<file path="config.mk">
export PLATFORM = sky130hd
export DESIGN_NAME = byte_reg_cpu
export DESIGN_NICKNAME = d
export VERILOG_FILES = /design/src/rtl/cpu_pkg.sv /design/src/rtl/cpu_control.sv /design/src/rtl/cpu_alu.sv /design/src/rtl/cpu_datapath.sv /design/src/rtl/byte_reg_cpu.sv
export SDC_FILE = /design/constraint.sdc
export NUM_CORES = 1
export LEC_CHECK = 0
export BUFFER_PORTS_ARGS = -buffer_cell sky130_fd_sc_hd__buf_2
export CAP_MARGIN = 0
export CORE_MARGIN = 2
export CORE_UTILIZATION = 40
export CTS_BUF_LIST = sky130_fd_sc_hd__clkbuf_8 sky130_fd_sc_hd__clkbuf_16
export DETAILED_ROUTE_END_ITERATION = 7
export SLEW_MARGIN = 5
export SYNTH_ARGS = -nofsm -noshare
export SYNTH_HDL_FRONTEND = slang
export SYNTH_SLANG_ARGS = --single-unit
</file>
<file path="constraint.sdc">
create_clock -name clk -period 7 [get_ports clk]
set_input_delay 0.7 -clock clk [delete_from_list [all_inputs] [get_ports clk]]
set_output_delay 0.7 -clock clk [all_outputs]
set_load 0.01 [all_outputs]
</file>
<file path="src/rtl/cpu_pkg.sv">
package cpu_pkg;

  localparam int OP_W = 4;

  localparam logic [OP_W-1:0] OP_MOVE   = 4'b0000;
  localparam logic [OP_W-1:0] OP_LOAD   = 4'b0001;
  localparam logic [OP_W-1:0] OP_STORE  = 4'b0010;
  localparam logic [OP_W-1:0] OP_STATUS = 4'b0011;

  typedef enum logic [2:0] {
    ALU_NOT  = 3'd0,
    ALU_AND  = 3'd1,
    ALU_OR   = 3'd2,
    ALU_ADD  = 3'd3,
    ALU_SUB  = 3'd4,
    ALU_XOR  = 3'd5,
    ALU_INC  = 3'd6,
    ALU_NONE = 3'd7
  } aluOp_e;

  typedef enum logic [1:0] {
    WR_MOVE = 2'd0,
    WR_LOAD = 2'd1,
    WR_ALU  = 2'd2
  } wrSel_e;

  typedef struct packed {
    logic   regWe;
    wrSel_e wrSel;
    logic   outFromReg;
    logic   outFromStatus;
    logic   carryWe;
    aluOp_e aluOp;
  } ctrl_t;

endpackage

</file>
<file path="src/rtl/cpu_control.sv">
module cpu_control
  import cpu_pkg::*;
(
  input  logic [OP_W-1:0] opcode,
  output ctrl_t           ctrl
);

  logic isAlu;
  assign isAlu = opcode[OP_W-1] && (opcode[2:0] != 3'b111);

  always_comb begin
    ctrl               = '0;
    ctrl.wrSel         = WR_MOVE;
    ctrl.aluOp         = aluOp_e'(opcode[2:0]);
    if (isAlu) begin
      ctrl.regWe   = 1'b1;
      ctrl.wrSel   = WR_ALU;
      ctrl.carryWe = 1'b1;
    end else begin
      case (opcode)
        OP_MOVE: begin
          ctrl.regWe = 1'b1;
          ctrl.wrSel = WR_MOVE;
        end
        OP_LOAD: begin
          ctrl.regWe = 1'b1;
          ctrl.wrSel = WR_LOAD;
        end
        OP_STORE:  ctrl.outFromReg    = 1'b1;
        OP_STATUS: ctrl.outFromStatus = 1'b1;
        default:   ctrl.regWe         = 1'b0;
      endcase
    end
  end

endmodule

</file>
<file path="src/rtl/cpu_alu.sv">
module cpu_alu
  import cpu_pkg::*;
#(
  parameter int DATA_W = 8
) (
  input  aluOp_e            op,
  input  logic [DATA_W-1:0] opA,
  input  logic [DATA_W-1:0] opB,
  output logic [DATA_W-1:0] result,
  output logic              carryOut
);

  localparam logic [DATA_W:0] ONE = {{DATA_W{1'b0}}, 1'b1};

  logic [DATA_W:0] wide;

  always_comb begin
    wide     = '0;
    result   = '0;
    carryOut = 1'b0;
    case (op)
      ALU_NOT: result = ~opA;
      ALU_AND: result = opA & opB;
      ALU_OR:  result = opA | opB;
      ALU_XOR: result = opA ^ opB;
      ALU_ADD: begin
        wide     = {1'b0, opA} + {1'b0, opB};
        result   = wide[DATA_W-1:0];
        carryOut = wide[DATA_W];
      end
      ALU_SUB: begin
        wide     = {1'b0, opA} + {1'b0, ~opB} + ONE;
        result   = wide[DATA_W-1:0];
        carryOut = wide[DATA_W];
      end
      ALU_INC: begin
        wide     = {1'b0, opA} + ONE;
        result   = wide[DATA_W-1:0];
        carryOut = wide[DATA_W];
      end
      default: begin
        result   = '0;
        carryOut = 1'b0;
      end
    endcase
  end

endmodule

</file>
<file path="src/rtl/cpu_datapath.sv">
module cpu_datapath
  import cpu_pkg::*;
#(
  parameter int DATA_W = 8,
  parameter int ADDR_W = DATA_W / 2
) (
  input  logic              clk,
  input  logic              rst,
  input  ctrl_t             ctrl,
  input  logic [ADDR_W-1:0] dstAddr,
  input  logic [DATA_W-1:0] portIn,
  output logic [DATA_W-1:0] outByte,
  output logic              carryFlag
);

  localparam int DEPTH = 1 << ADDR_W;

  logic [DATA_W-1:0] regs [DEPTH];
  logic [ADDR_W-1:0] srcAAddr, srcBAddr;
  logic [DATA_W-1:0] srcA, srcB, dstData, aluRes, wrData;
  logic              aluCarry;
  logic [DEPTH-1:0]  wrHit;

  assign srcAAddr = portIn[DATA_W-1 -: ADDR_W];
  assign srcBAddr = portIn[ADDR_W-1:0];
  assign srcA     = regs[srcAAddr];
  assign srcB     = regs[srcBAddr];
  assign dstData  = regs[dstAddr];

  cpu_alu #(.DATA_W(DATA_W)) alu_i (
    .op       (ctrl.aluOp),
    .opA      (srcA),
    .opB      (srcB),
    .result   (aluRes),
    .carryOut (aluCarry)
  );

  always_comb begin
    case (ctrl.wrSel)
      WR_LOAD: wrData = portIn;
      WR_ALU:  wrData = aluRes;
      default: wrData = srcA;
    endcase
  end

  for (genvar g = 0; g < DEPTH; g++) begin : g_wrDecode
    assign wrHit[g] = ctrl.regWe && (dstAddr == ADDR_W'(g));
  end

  always_ff @(posedge clk) begin
    for (int i = 0; i < DEPTH; i++) begin
      if (rst)           regs[i] <= '0;
      else if (wrHit[i]) regs[i] <= wrData;
    end
  end

  always_ff @(posedge clk) begin
    if (rst) begin
      carryFlag <= 1'b0;
      outByte   <= '0;
    end else begin
      if (ctrl.carryWe)            carryFlag <= aluCarry;
      if (ctrl.outFromReg)         outByte   <= dstData;
      else if (ctrl.outFromStatus) outByte   <= {{(DATA_W-1){1'b0}}, carryFlag};
    end
  end

endmodule

</file>
<file path="src/rtl/byte_reg_cpu.sv">
module byte_reg_cpu
  import cpu_pkg::*;
#(
  parameter int DATA_W = 8
) (
  input  logic              clk,
  input  logic              rst,
  input  logic [DATA_W-1:0] instrIn,
  input  logic [DATA_W-1:0] portIn,
  output logic [DATA_W-1:0] outByte,
  output logic              portOe
);

  localparam int ADDR_W = DATA_W - OP_W;

  ctrl_t ctrl;
  logic  carryFlag;

  assign portOe = 1'b0;

  cpu_control control_i (
    .opcode (instrIn[DATA_W-1 -: OP_W]),
    .ctrl   (ctrl)
  );

  cpu_datapath #(.DATA_W(DATA_W), .ADDR_W(ADDR_W)) datapath_i (
    .clk       (clk),
    .rst       (rst),
    .ctrl      (ctrl),
    .dstAddr   (instrIn[ADDR_W-1:0]),
    .portIn    (portIn),
    .outByte   (outByte),
    .carryFlag (carryFlag)
  );

endmodule

</file>
Word level (Yosys, flattened, before mapping)
Memory sizes are Yosys's and may differ from the RTL's.
Index checks and enable logic that the tools add are counted.
{ "word_totals": {"n_memories": 1, "mem_bits_rw": 128, "register_bits": 9, "wordCells": 155} }
{ "op_classes": {"mux": 78, "add_sub_neg": 4, "eq_ne": 27, "n_reduce_logical": 22, "bitwise_logic": 21} }
{ "mem_list": {"columns": ["name", "depth", "width", "read_ports", "rd_clocked_by_memory_dff", "write_ports", "line_no", "rtl"], "rows": [
  ["datapath_i.regs", 16, 8, 3, 0, 16, "cpu_datapath.sv:18", "logic [DATA_W-1:0] regs [DEPTH];"]
]} }
{ "op_table": {"columns": ["operator", "n"], "rows": [
  ["8-bit 2-to-1 mux", 18],
  ["8-bit one-hot mux with 7 select lines", 1],
  ["1-bit 2-to-1 mux", 55],
  ["4-bit equality test, second input constant", 8],
  ["8-bit by 8-bit adder with 9-bit output", 2],
  ["1-bit logical AND", 17],
  ["4-bit by 2-bit equality test with 1-bit output, second input constant", 4],
  ["4-bit by 3-bit equality test with 1-bit output, second input constant", 4],
  ["8-bit NOT", 2],
  ["1-bit bitwise OR", 16],
  ["8-bit one-hot mux with 2 select lines", 1],
  ["8-bit by 1-bit adder with 9-bit output, second input constant", 1],
  ["9-bit by 1-bit adder with 9-bit output, second input constant", 1],
  ["3-bit equality test, second input constant", 3],
  ["8-bit bitwise AND", 1],
  ["4-bit by 1-bit equality test with 1-bit output, second input constant", 2],
  ["4-bit zero test", 2],
  ["8-bit bitwise OR", 1],
  ["8-bit XOR", 1],
  ["3-bit by 2-bit equality test with 1-bit output, second input constant", 2],
  ["3-bit by 1-bit equality test with 1-bit output, second input constant", 1],
  ["3-bit zero test", 1],
  ["3-bit 2-to-1 mux", 1],
  ["3-bit != test, second input constant", 1],
  ["other kinds (6)", 6]
]} }

Logic depth before layout (Yosys ltp)
Gate-level depths: netlist of run 1.
{ "logic_depth": {"depth_word": 9, "mapped_depth": 20, "mapped_depth_nobuf": 15} }

Hierarchy
A second synthesis of run 1 with hierarchy kept.
{ "unflattened": {"hier_cells": 904, "area_unflattened_um2": 10098.4} }
{ "modules_own_cells": {"columns": ["module", "area_each_um2", "seq_area_each_um2", "cells_each", "instances"], "rows": [
  ["cpu_datapath", 8619.5, 4023.9, 693, 1],
  ["cpu_alu", 1378.8, 0.0, 196, 1],
  ["cpu_control", 88.8, 0.0, 13, 1],
  ["byte_reg_cpu", 11.3, 0.0, 2, 1]
]} }

Worst setup path after synthesis of run 1
OpenSTA, ideal clock, no wires.
{ "synth_path": {"path_kind": "input to register", "start": "in portIn[0]", "end": "mem datapath_i.regs[10][7], data pin", "n_path_buf": 4, "path_slack_ps": 1937, "setup_ps": 261, "stages": 15, "t_arrival_ps": 4802, "path_cell_list": "clkbuf_1 -> buf_1 -> mux4_2 -> mux4_2 -> inv_1 -> ha_1 -> clkbuf_1 -> and3_1 -> a221o_1 -> o41ai_1 -> mux2i_1 -> o211ai_1 -> a2111oi_4 -> buf_6 -> nor3b_2"} }
{ "synth_lines": {"columns": ["element", "line_no", "rtl"], "rows": [
  ["start, declared", "byte_reg_cpu.sv:9", "input logic [DATA_W-1:0] portIn,"],
  ["end, declared", "cpu_datapath.sv:18", null]
]} }

==> results of run 1 <==
==> stage by stage <==
| step | util | worst slack [ns] | cells | power [mW] | cell area, um^2 |
|---|---|---|---|---|---|
| after global placement | 0.422 | 1.34 | 1051 | 1.52 | 9870 |
| after detailed placement | 0.422 | 1.29 | 1051 | 1.52 | 9870 |
| after CTS | 0.448 | 1.70 | 1083 | 2.44 | 10500 |
| final | 0.448 | 1.69 | 1083 | 2.44 | 10500 |
| after floorplan | - | 1.94 | 749 | 1.35 | 9500 |
| after global routing | 0.448 | 1.27 | 1083 | 2.52 | 10500 |
==> final cells by class <==
class / count / area (um^2)
clock buffers: 21 / 526
clock inverters: 11 / 87.6
fillers: 2128 / 12900
inverters: 28 / 106
multi-input cells: 527 / 5100
flip-flops and latches: 137 / 4020
well taps: 319 / 399
repair buffers: 40 / 238
==> per-layer routing <==
metal	GRT usage	vias to the layer above	share of wire	wire, um
li1	-	2939	-	-
met1	0.352	3409	0.40	11700
met2	0.375	451	0.46	13300
met3	0.0523	52	0.11	3110
met4	0.0879	0	0.032	918
met5	0	-	0	0
==> worst max path at each step <==
stage               from                      to  slack, ns  cells past startpoint
2_1_floorplan  portIn[0]  datapath_i.regs[10][7]       1.94                     15
6_report       portIn[4]   datapath_i.regs[3][6]       1.69                     16
3_5_place_dp   portIn[4]  datapath_i.regs[12][6]       1.29                     16
3_3_place_gp   portIn[4]  datapath_i.regs[12][6]       1.34                     16
4_1_cts        portIn[4]  datapath_i.regs[14][6]       1.70                     16
5_1_grt        portIn[4]  datapath_i.regs[13][6]       1.27                     16
==> report_power, final <==
group	internal (mW)	total (mW)	switching (mW)	leakage [nW]
Sequential	0.931	0.956	0.0249	1.40
Clock	0.571	0.925	0.355	0.319
Combinational	0.214	0.559	0.346	2.14
Total	1.72	2.44	0.725	3.86
==> registers in the layout, summed over array words and instances, names as in the netlist <==
name	flops
datapath_i.outByte	8
datapath_i.carryFlag	1
datapath_i.regs	128
==> cells in the mapped netlist, types with 5 or more instances <==
master    count  area (um^2)
xnor2_1       7         61.3
o21bai_1      9         67.6
nor2b_1       9         56.3
nor3_1        6         30.0
a21o_1       16          120
dfxtp_1       9          180
nor2_1      146          548
o221ai_1      5         43.8
nor3b_2      10          125
buf_1        10         37.5
a22oi_1      18          135
ha_1         25          313
clkbuf_1     34          128
o21ai_0      12         60.1
nand2_1      37          139
inv_1        27          101
mux4_1        5          131
edfxtp_1    128         3840
mux4_2      100         2250
nor3b_1       8         60.1
buf_2         6         30.0
mux2i_1      23          230
a221oi_1     10         87.6
a21oi_1      21          105
==> worst max-delay path, delay by kind of cell <==
family / cells / cell delay [ns]
buf+inv: 2 / 0.81
simple gates: 2 / 0.20
fa+ha+maj: 2 / 0.74
mux: 1 / 0.20
xor+xnor: 1 / 0.14
compound gates: 8 / 2.62
==> cells by family (layout without fill, tap and decap cells) <==
logic type      count (synthesis)  in the layout  synth area share
buf+inv                        85            100            0.0397
simple gates                  233            233             0.113
xor+xnor                        8              8           0.00738
fa+ha+maj                      27             27            0.0372
other cells                     1              1          0.000395
flops                         137            137             0.424
compound gates                128            128             0.101
mux                           130            130             0.278
==> impl_metrics.ini, run 1 <==
[drt]
drt-initial-drc-count = 942
vias = 6851
final_antenna_net_count = 0
drc = 0
wire_per_inst_um = 26.9
vias_per_cell = 6.33
drt_pre_antenna_iters = 5
routed_wl_um = 29100

[layout]
areaGrowthSynthToFinish_pct = 10.4
final_common_cell = nor2_1
antenna_cells = 0
finalNetCount = 796
drive_gt1_frac = 0.254
layout_common_cells = nor2_1 (146), edfxtp_1 (128), mux4_2 (100)

[placed_design]
portBuffers = 25
place_congestion = 0.887
dp_hpwl_um = 20600

[yosys]
synthCells = 749
yosysUniqueCellTypes = 60
ys_ff_latch = 137
async_flop_share = 0
synth_area_mm2 = 0.00950
yosys_warnings = 0
syn-mean-instance-area_um2 = 12.7
synthesis.nets = 794
synth_edf_count = 128
seq_area_frac_synth = 0.424
synth_top_flop_cell = edfxtp_1

[clocking]
htree_levels = 4
clk_pin_slew_ns = 0.06
post_cts_buffers = 0
hold_buffers = 0
root_buffer = clkbuf_16
cts_buffer_depth = 2
numCtsBuffers = 17
cts.sinks = 137
ctsResizeCount = 0
cts_tree = yes
insertion_delay_ns = 0.43

[die]
core_area_mm2 = 0.0234
dieArea_mm2 = 0.0250
fp.dieW_um = 158
io_pins = 27
row_count = 56
initial_core_util = 0.406
die_h_um = 158

[power_and_ir_drop]
leakage_nw = 3.86
power_density_mw_per_mm2 = 233
ir_drop_mv = 0.100

[setup_path]
r2r_cells = 15
cp-end-kind = register
max_stage_delay_ns = 0.67
cp.arrival_ns = 5.46
cp.required_ns = 7.15
r2r_slack_ns = 2.35
worst_r2r_startpoint = datapath_i.regs[10][0]
critPathLaunchType = primary input
cp_max_fo = 26
worstPathCellList = buf_2 -> mux2i_1 -> a221oi_1 -> nor2_1 -> o21ai_1 -> inv_1 -> ha_1 -> fa_1 -> o21bai_1 -> a21oi_1 -> o21bai_1 -> a21oi_1 -> xnor2_1 -> a211oi_1 -> o211a_1 -> nor2_1
critPathSlowestCell = buf_2
reg2reg_to = datapath_i.regs[3][6]
critical_path_class = in -> reg

[timing]
worst_slew_pin_slew_ns = 1.05
slew_viol_final = 0
setup_violations = 0
relSlewSlack = 0.301
period_needed_ns = 5.31
hold_viol_final = 0
setup_tns_ns = 0
clock_skew_ns = 0.0101
post-route-period-util = 0.758
fmax_mhz = 188
grt_setup_unrepaired = no
whs_ns = 0.495

[global_routing]
grt_pass1_wl_um = 44000
grt_usage = 0.247
antenna_found_initial = 0
first_global_vias = 6599
grt_overflow = 0
grt_start_max_net_pins = 37

[worst_hold_path]
hold_end = datapath_i.carryFlag
hp-start = datapath_i.carryFlag
min_path_cells = 2
hold_path.class = reg -> reg

[run_status]
outcome = finished, final reports clean

[job]
maxCapViolCount = 0
Power figures use the tool's default switching activity.
==> run 2, diff against run 1 <==
==> constraint.sdc (replaced) <==
create_clock -name clk -period 4.8 [get_ports clk]
set_input_delay 0.48 -clock clk [delete_from_list [all_inputs] [get_ports clk]]
set_output_delay 0.48 -clock clk [all_outputs]
set_load 0.01 [all_outputs]
==> run 2 against run 1 <==
Net effect:
- critical path depth is 2 lower
- first-iteration DRC count up 4.1%
- worst setup slack got worse by 1.1 ns
- wire length increased by 4.2%
- final cell count is 3.6% higher
- core utilization is 1.4 points higher
- critical path type unchanged
- critical endpoint is now datapath_i.regs[6][7]
- largest power group unchanged
==> impl_metrics.ini, run 2 (synthesized netlist as in run 1, its figures left out) <==
[drt]
drt_pre_antenna_iters = 5
final_antenna_net_count = 0
drc = 0
drt-initial-drc-count = 981
routed_wl_um = 30300
wire_per_inst_um = 27.0
vias_per_cell = 6.31
vias = 7084

[setup_path]
worst_r2r_startpoint = datapath_i.regs[15][4]
cp.arrival_ns = 4.34
cp_max_fo = 16
cp-end-kind = register
critPathLaunchType = primary input
critical_path_class = in -> reg
crit_start = portIn[1]
cp.required_ns = 4.97

[clocking]
insertion_delay_ns = 0.43
cts.sinks = 137
root_buffer = clkbuf_16
clk_pin_slew_ns = 0.06
cts_tree = yes
hold_buffers = 0
post_cts_buffers = 0
numCtsBuffers = 17
htree_levels = 4
cts_buffer_depth = 2
ctsResizeCount = 0

[global_routing]
grt_usage = 0.255
grt_start_max_net_pins = 30
grt_pass1_wl_um = 45300
antenna_found_initial = 1
grt_overflow = 0
first_global_vias = 6921

[layout]
areaGrowthSynthToFinish_pct = 13.7
top_regs = datapath_i.regs: 128 flops, datapath_i.outByte: 8 flops, datapath_i.carryFlag: 1 flops
finalNetCount = 834
regMostFlops = datapath_i.regs
largest_reg_flops = 128
fin_cells = 1122
drive_gt1_frac = 0.288
fin_util = 0.461
final_common_cell = nor2_1
layout_common_cells = nor2_1 (146), edfxtp_1 (128), mux4_2 (100)

[power_and_ir_drop]
leakage_nw = 4.04
ir_drop_mv = 0.194
power_density_mw_per_mm2 = 329
power_mw = 3.56

[placed_design]
place_congestion = 0.913
post-place-cells = 1089
portBuffers = 25
dp_hpwl_um = 22300

[job]
maxCapViolCount = 0

[die]
dieArea_mm2 = 0.0250
io_pins = 27
row_count = 56
core_area_mm2 = 0.0234
die_h_um = 158
initial_core_util = 0.406
fp.dieW_um = 158

[timing]
hold_viol_final = 0
worst_slew_pin_slew_ns = 0.942
setup_tns_ns = 0
relSlewSlack = 0.370
post-route-period-util = 0.869
clock_skew_ns = 0.00869
period_needed_ns = 4.17
slew_viol_final = 0
grt_setup_unrepaired = no
setup_violations = 0
fmax_mhz = 240

[worst_hold_path]
hold_path.class = reg -> reg
hp-start = datapath_i.outByte[0]

[run_status]
outcome = finished, final reports clean
==> run 2: cell types whose count changed in the layout (fill, tap and decap cells not counted), moves of 2 or more <==
cell | previous run | this run
inv_4 | 3 | 0
clkbuf_16 | 21 | 17
clkinv_4 | 1 | 3
clkinvlp_4 | 0 | 2
buf_12 | 0 | 7
buf_4 | 15 | 46
inv_6 | 1 | 3
==> run 2: path summary, 6_finish.rpt <==
check | endpoint | slack, ns | cells after the start
setup / recovery | datapath_i.regs[6][7] | 0.63 | 14
hold / removal | datapath_i.outByte[0] | 0.48 | 2
setup reg to reg | datapath_i.regs[6][7] | 0.64 | 12
hold reg to reg | datapath_i.outByte[0] | 0.48 | 2
==> run 2: power by group <==
group          leakage, nW  switching [mW]  internal, mW  total [mW]
clock                0.277           0.536         0.713        1.25
combinational         2.36           0.526         0.380       0.907
sequential            1.40          0.0424          1.36        1.40
==> run 2: layer usage <==
layer	wire [um]	GRT usage
met1	12100	0.351
met2	14100	0.396
met3	3110	0.0624
met4	1020	0.0884
met5	0	0
==> run 2: final cells by class <==
| class | instances | area (um^2) |
|---|---|---|
| Timing Repair Buffer | 78 | 611 |
| Clock inverter | 15 | 129 |
| Sequential cell | 137 | 4020 |
| Tap cell | 319 | 399 |
| Clock buffer | 17 | 425 |
| Inverter | 28 | 106 |
| Antenna cell | 1 | 2.50 |
| Fill cell | 2146 | 12600 |
| Multi-Input combinational cell | 527 | 5100 |
==> run 2: worst max-delay path, cell delays in order <==
cell and delay [ns]:
buf_2 0.41, buf_4 0.26, mux4_2 0.32, mux4_2 0.51
inv_1 0.10, ha_1 0.35, and3_1 0.22, a221o_1 0.36
o41ai_1 0.36, mux2i_1 0.23, o211ai_1 0.15, a2111oi_4 0.27
buf_12 0.23, nor3b_1 0.07
==> run 2: through the flow <==
step           setup WS (ns)  cell area (um^2)  hold slack [ns]
5_1_grt                0.411             10800            0.520
2_1_floorplan          0.206              9500            0.468
3_3_place_gp           0.270             10200            0.474
3_5_place_dp           0.271             10200            0.476
6_report               0.629             10800            0.483
4_1_cts                0.692             10800            0.492
==> run 3, diff against run 2 <==
--- a/config.mk
+++ b/config.mk
@@ -9,8 +9,10 @@
 export CAP_MARGIN = 0
 export CORE_MARGIN = 2
 export CORE_UTILIZATION = 40
-export CTS_BUF_LIST = sky130_fd_sc_hd__clkbuf_8 sky130_fd_sc_hd__clkbuf_16
+export CTS_BUF_LIST = sky130_fd_sc_hd__clkbuf_16
+export CTS_CLUSTER_SIZE = 16
 export DETAILED_ROUTE_END_ITERATION = 7
+export PLACE_DENSITY = 0.61
 export SLEW_MARGIN = 5
 export SYNTH_ARGS = -nofsm -noshare
 export SYNTH_HDL_FRONTEND = slang
==> run 3 against run 2 <==
Net effect:
- global-route usage decreased by 0.59 points
- sequential power about the same
- core utilization down 0.22 points
- via count up 0.27%
- die area unchanged
- total power increased by 1.9%
- first-iteration DRC count is 13% lower
- largest cell class unchanged
- count of clock-buffer cells in the layout stayed put
- highest routed layer unchanged
- largest power group unchanged
- hold slack better by 0.013 ns
- flip-flop and latch count is the same
==> impl_metrics.ini, run 3 (synthesized netlist as in run 1, its figures left out) <==
[drt]
vias_per_cell = 6.39
drt_pre_antenna_iters = 5
wire_per_inst_um = 26.7
final_antenna_net_count = 0
vias = 7103
drt-initial-drc-count = 858
routed_wl_um = 29600
drc = 0

[timing]
worst_slew_pin_slew_ns = 1.25
relSlewSlack = 0.160
setup_violations = 0
period_needed_ns = 4.32
setup_tns_ns = 0
clock_skew_ns = 0.0135
fmax_mhz = 232
slew_viol_final = 0
hold_viol_final = 0
grt_setup_unrepaired = no
post-route-period-util = 0.899

[die]
row_count = 56
core_area_mm2 = 0.0234
initial_core_util = 0.406
io_pins = 27
fp.dieW_um = 158
dieArea_mm2 = 0.0250
die_h_um = 158

[job]
maxCapViolCount = 0

[clocking]
insertion_delay_ns = 0.43
clk_pin_slew_ns = 0.06
ctsResizeCount = 0
hold_buffers = 0
cts_tree = yes
cts_buffer_depth = 2
post_cts_buffers = 0
cts.sinks = 137
root_buffer = clkbuf_16
htree_levels = 4
numCtsBuffers = 17

[run_status]
outcome = finished, final reports clean

[global_routing]
grt_start_max_net_pins = 37
first_global_vias = 6818
grt_usage = 0.249
grt_pass1_wl_um = 44500
grt_overflow = 0
antenna_found_initial = 0

[layout]
nFillCells = 2133
fin_util = 0.459
finalNetCount = 825
largest_reg_flops = 128
final_common_cell = nor2_1
drive_gt1_frac = 0.284
top_regs = datapath_i.regs: 128 flops, datapath_i.outByte: 8 flops, datapath_i.carryFlag: 1 flops
regMostFlops = datapath_i.regs
antenna_cells = 0
layout_common_cells = nor2_1 (146), edfxtp_1 (128), mux4_2 (100)
areaGrowthSynthToFinish_pct = 13.2

[setup_path]
critPathLaunchType = primary input
worstPathCellList = buf_2 -> nor2b_1 -> a221oi_1 -> buf_4 -> a22oi_1 -> o21ai_1 -> buf_4 -> ha_1 -> fa_1 -> a21oi_1 -> o21bai_1 -> a21oi_1 -> o211ai_1 -> o2111a_1 -> a211oi_1 -> o211a_1 -> buf_12 -> nor2_1
cp.arrival_ns = 4.49
max_stage_delay_ns = 0.58
cp.required_ns = 4.97
cp-end-kind = register
critPathTopFamily = compound AO/OA/AOI/OAI gates
critPathSlowestCell = nor2b_1
critical_path_class = in -> reg
cp_max_fo = 16
cp.buffers_inverters = 4

[worst_hold_path]
hold_path.class = reg -> reg

[power_and_ir_drop]
ir_drop_mv = 0.203
leakage_nw = 3.99
power_density_mw_per_mm2 = 337
power_mw = 3.63

[placed_design]
dp_hpwl_um = 22200
portBuffers = 25
place_congestion = 0.975
==> run 3: cell types whose count changed in the layout (fill, tap and decap cells not counted), moves of 2 or more <==
cell and delta:
inv_8 +3, clkinv_4 -3, clkinvlp_4 +2, inv_1 -2, buf_4 -8
==> run 3: worst register-to-register path, cell delays in order, from the launching register on <==
cell	delay, ns
edfxtp_1	0.43
mux4_1	0.61
mux4_2	0.61
clkinv_2	0.12
ha_1	0.25
and3_1	0.18
a221o_1	0.33
nor2_1	0.12
xnor2_1	0.13
o22ai_1	0.09
a211oi_1	0.37
o221a_2	0.29
buf_4	0.20
nor2_1	0.07
==> run 3: through the flow <==
stage / setup slack [ns] / hold slack (ns) / area (um^2) / std cells
global placement: 0.205 / 0.468 / 10200 / 1080
finish: 0.484 / 0.496 / 10700 / 1112
global route: 0.229 / 0.542 / 10700 / 1112
CTS: 0.610 / 0.497 / 10700 / 1112
detailed placement: 0.164 / 0.483 / 10200 / 1080
floorplan: 0.206 / 0.468 / 9500 / 749
==> run 3: path summary, 6_finish.rpt <==
kind / endpoint / slack, ns / from / cells after the start
setup / recovery: datapath_i.regs[3][6] / 0.48 / portIn[6] / 18
hold / removal: datapath_i.carryFlag / 0.50 / datapath_i.carryFlag / 2
setup reg to reg: datapath_i.regs[3][5] / 0.74 / datapath_i.regs[10][2] / 13
hold reg to reg: datapath_i.carryFlag / 0.50 / datapath_i.carryFlag / 2
==> run 3: final cells by class <==
class	count	area, um^2	share of cell area
tap	319	399	0.0371
multi-input combinational	527	5100	0.475
timing repair buffer	69	531	0.0494
inverter	28	106	0.00990
clock buffer	17	425	0.0396
clock inverter	15	160	0.0149
sequential	137	4020	0.374
==> run 3: metal layers <==
metal / up-vias / routed length [um] / global-route usage
met4: 0 / 1270 / 0.110
li1: 2990 / - / -
met2: 484 / 13100 / 0.366
met1: 3560 / 12100 / 0.362
met3: 69 / 3220 / 0.0449
met5: - / 0 / 0
==> run 3: where the power goes <==
part | internal (mW) | switching, mW | total, mW
sequential | 1.36 | 0.0441 | 1.40
clock | 0.736 | 0.606 | 1.34
combinational | 0.366 | 0.516 | 0.882
total | 2.46 | 1.17 | 3.63
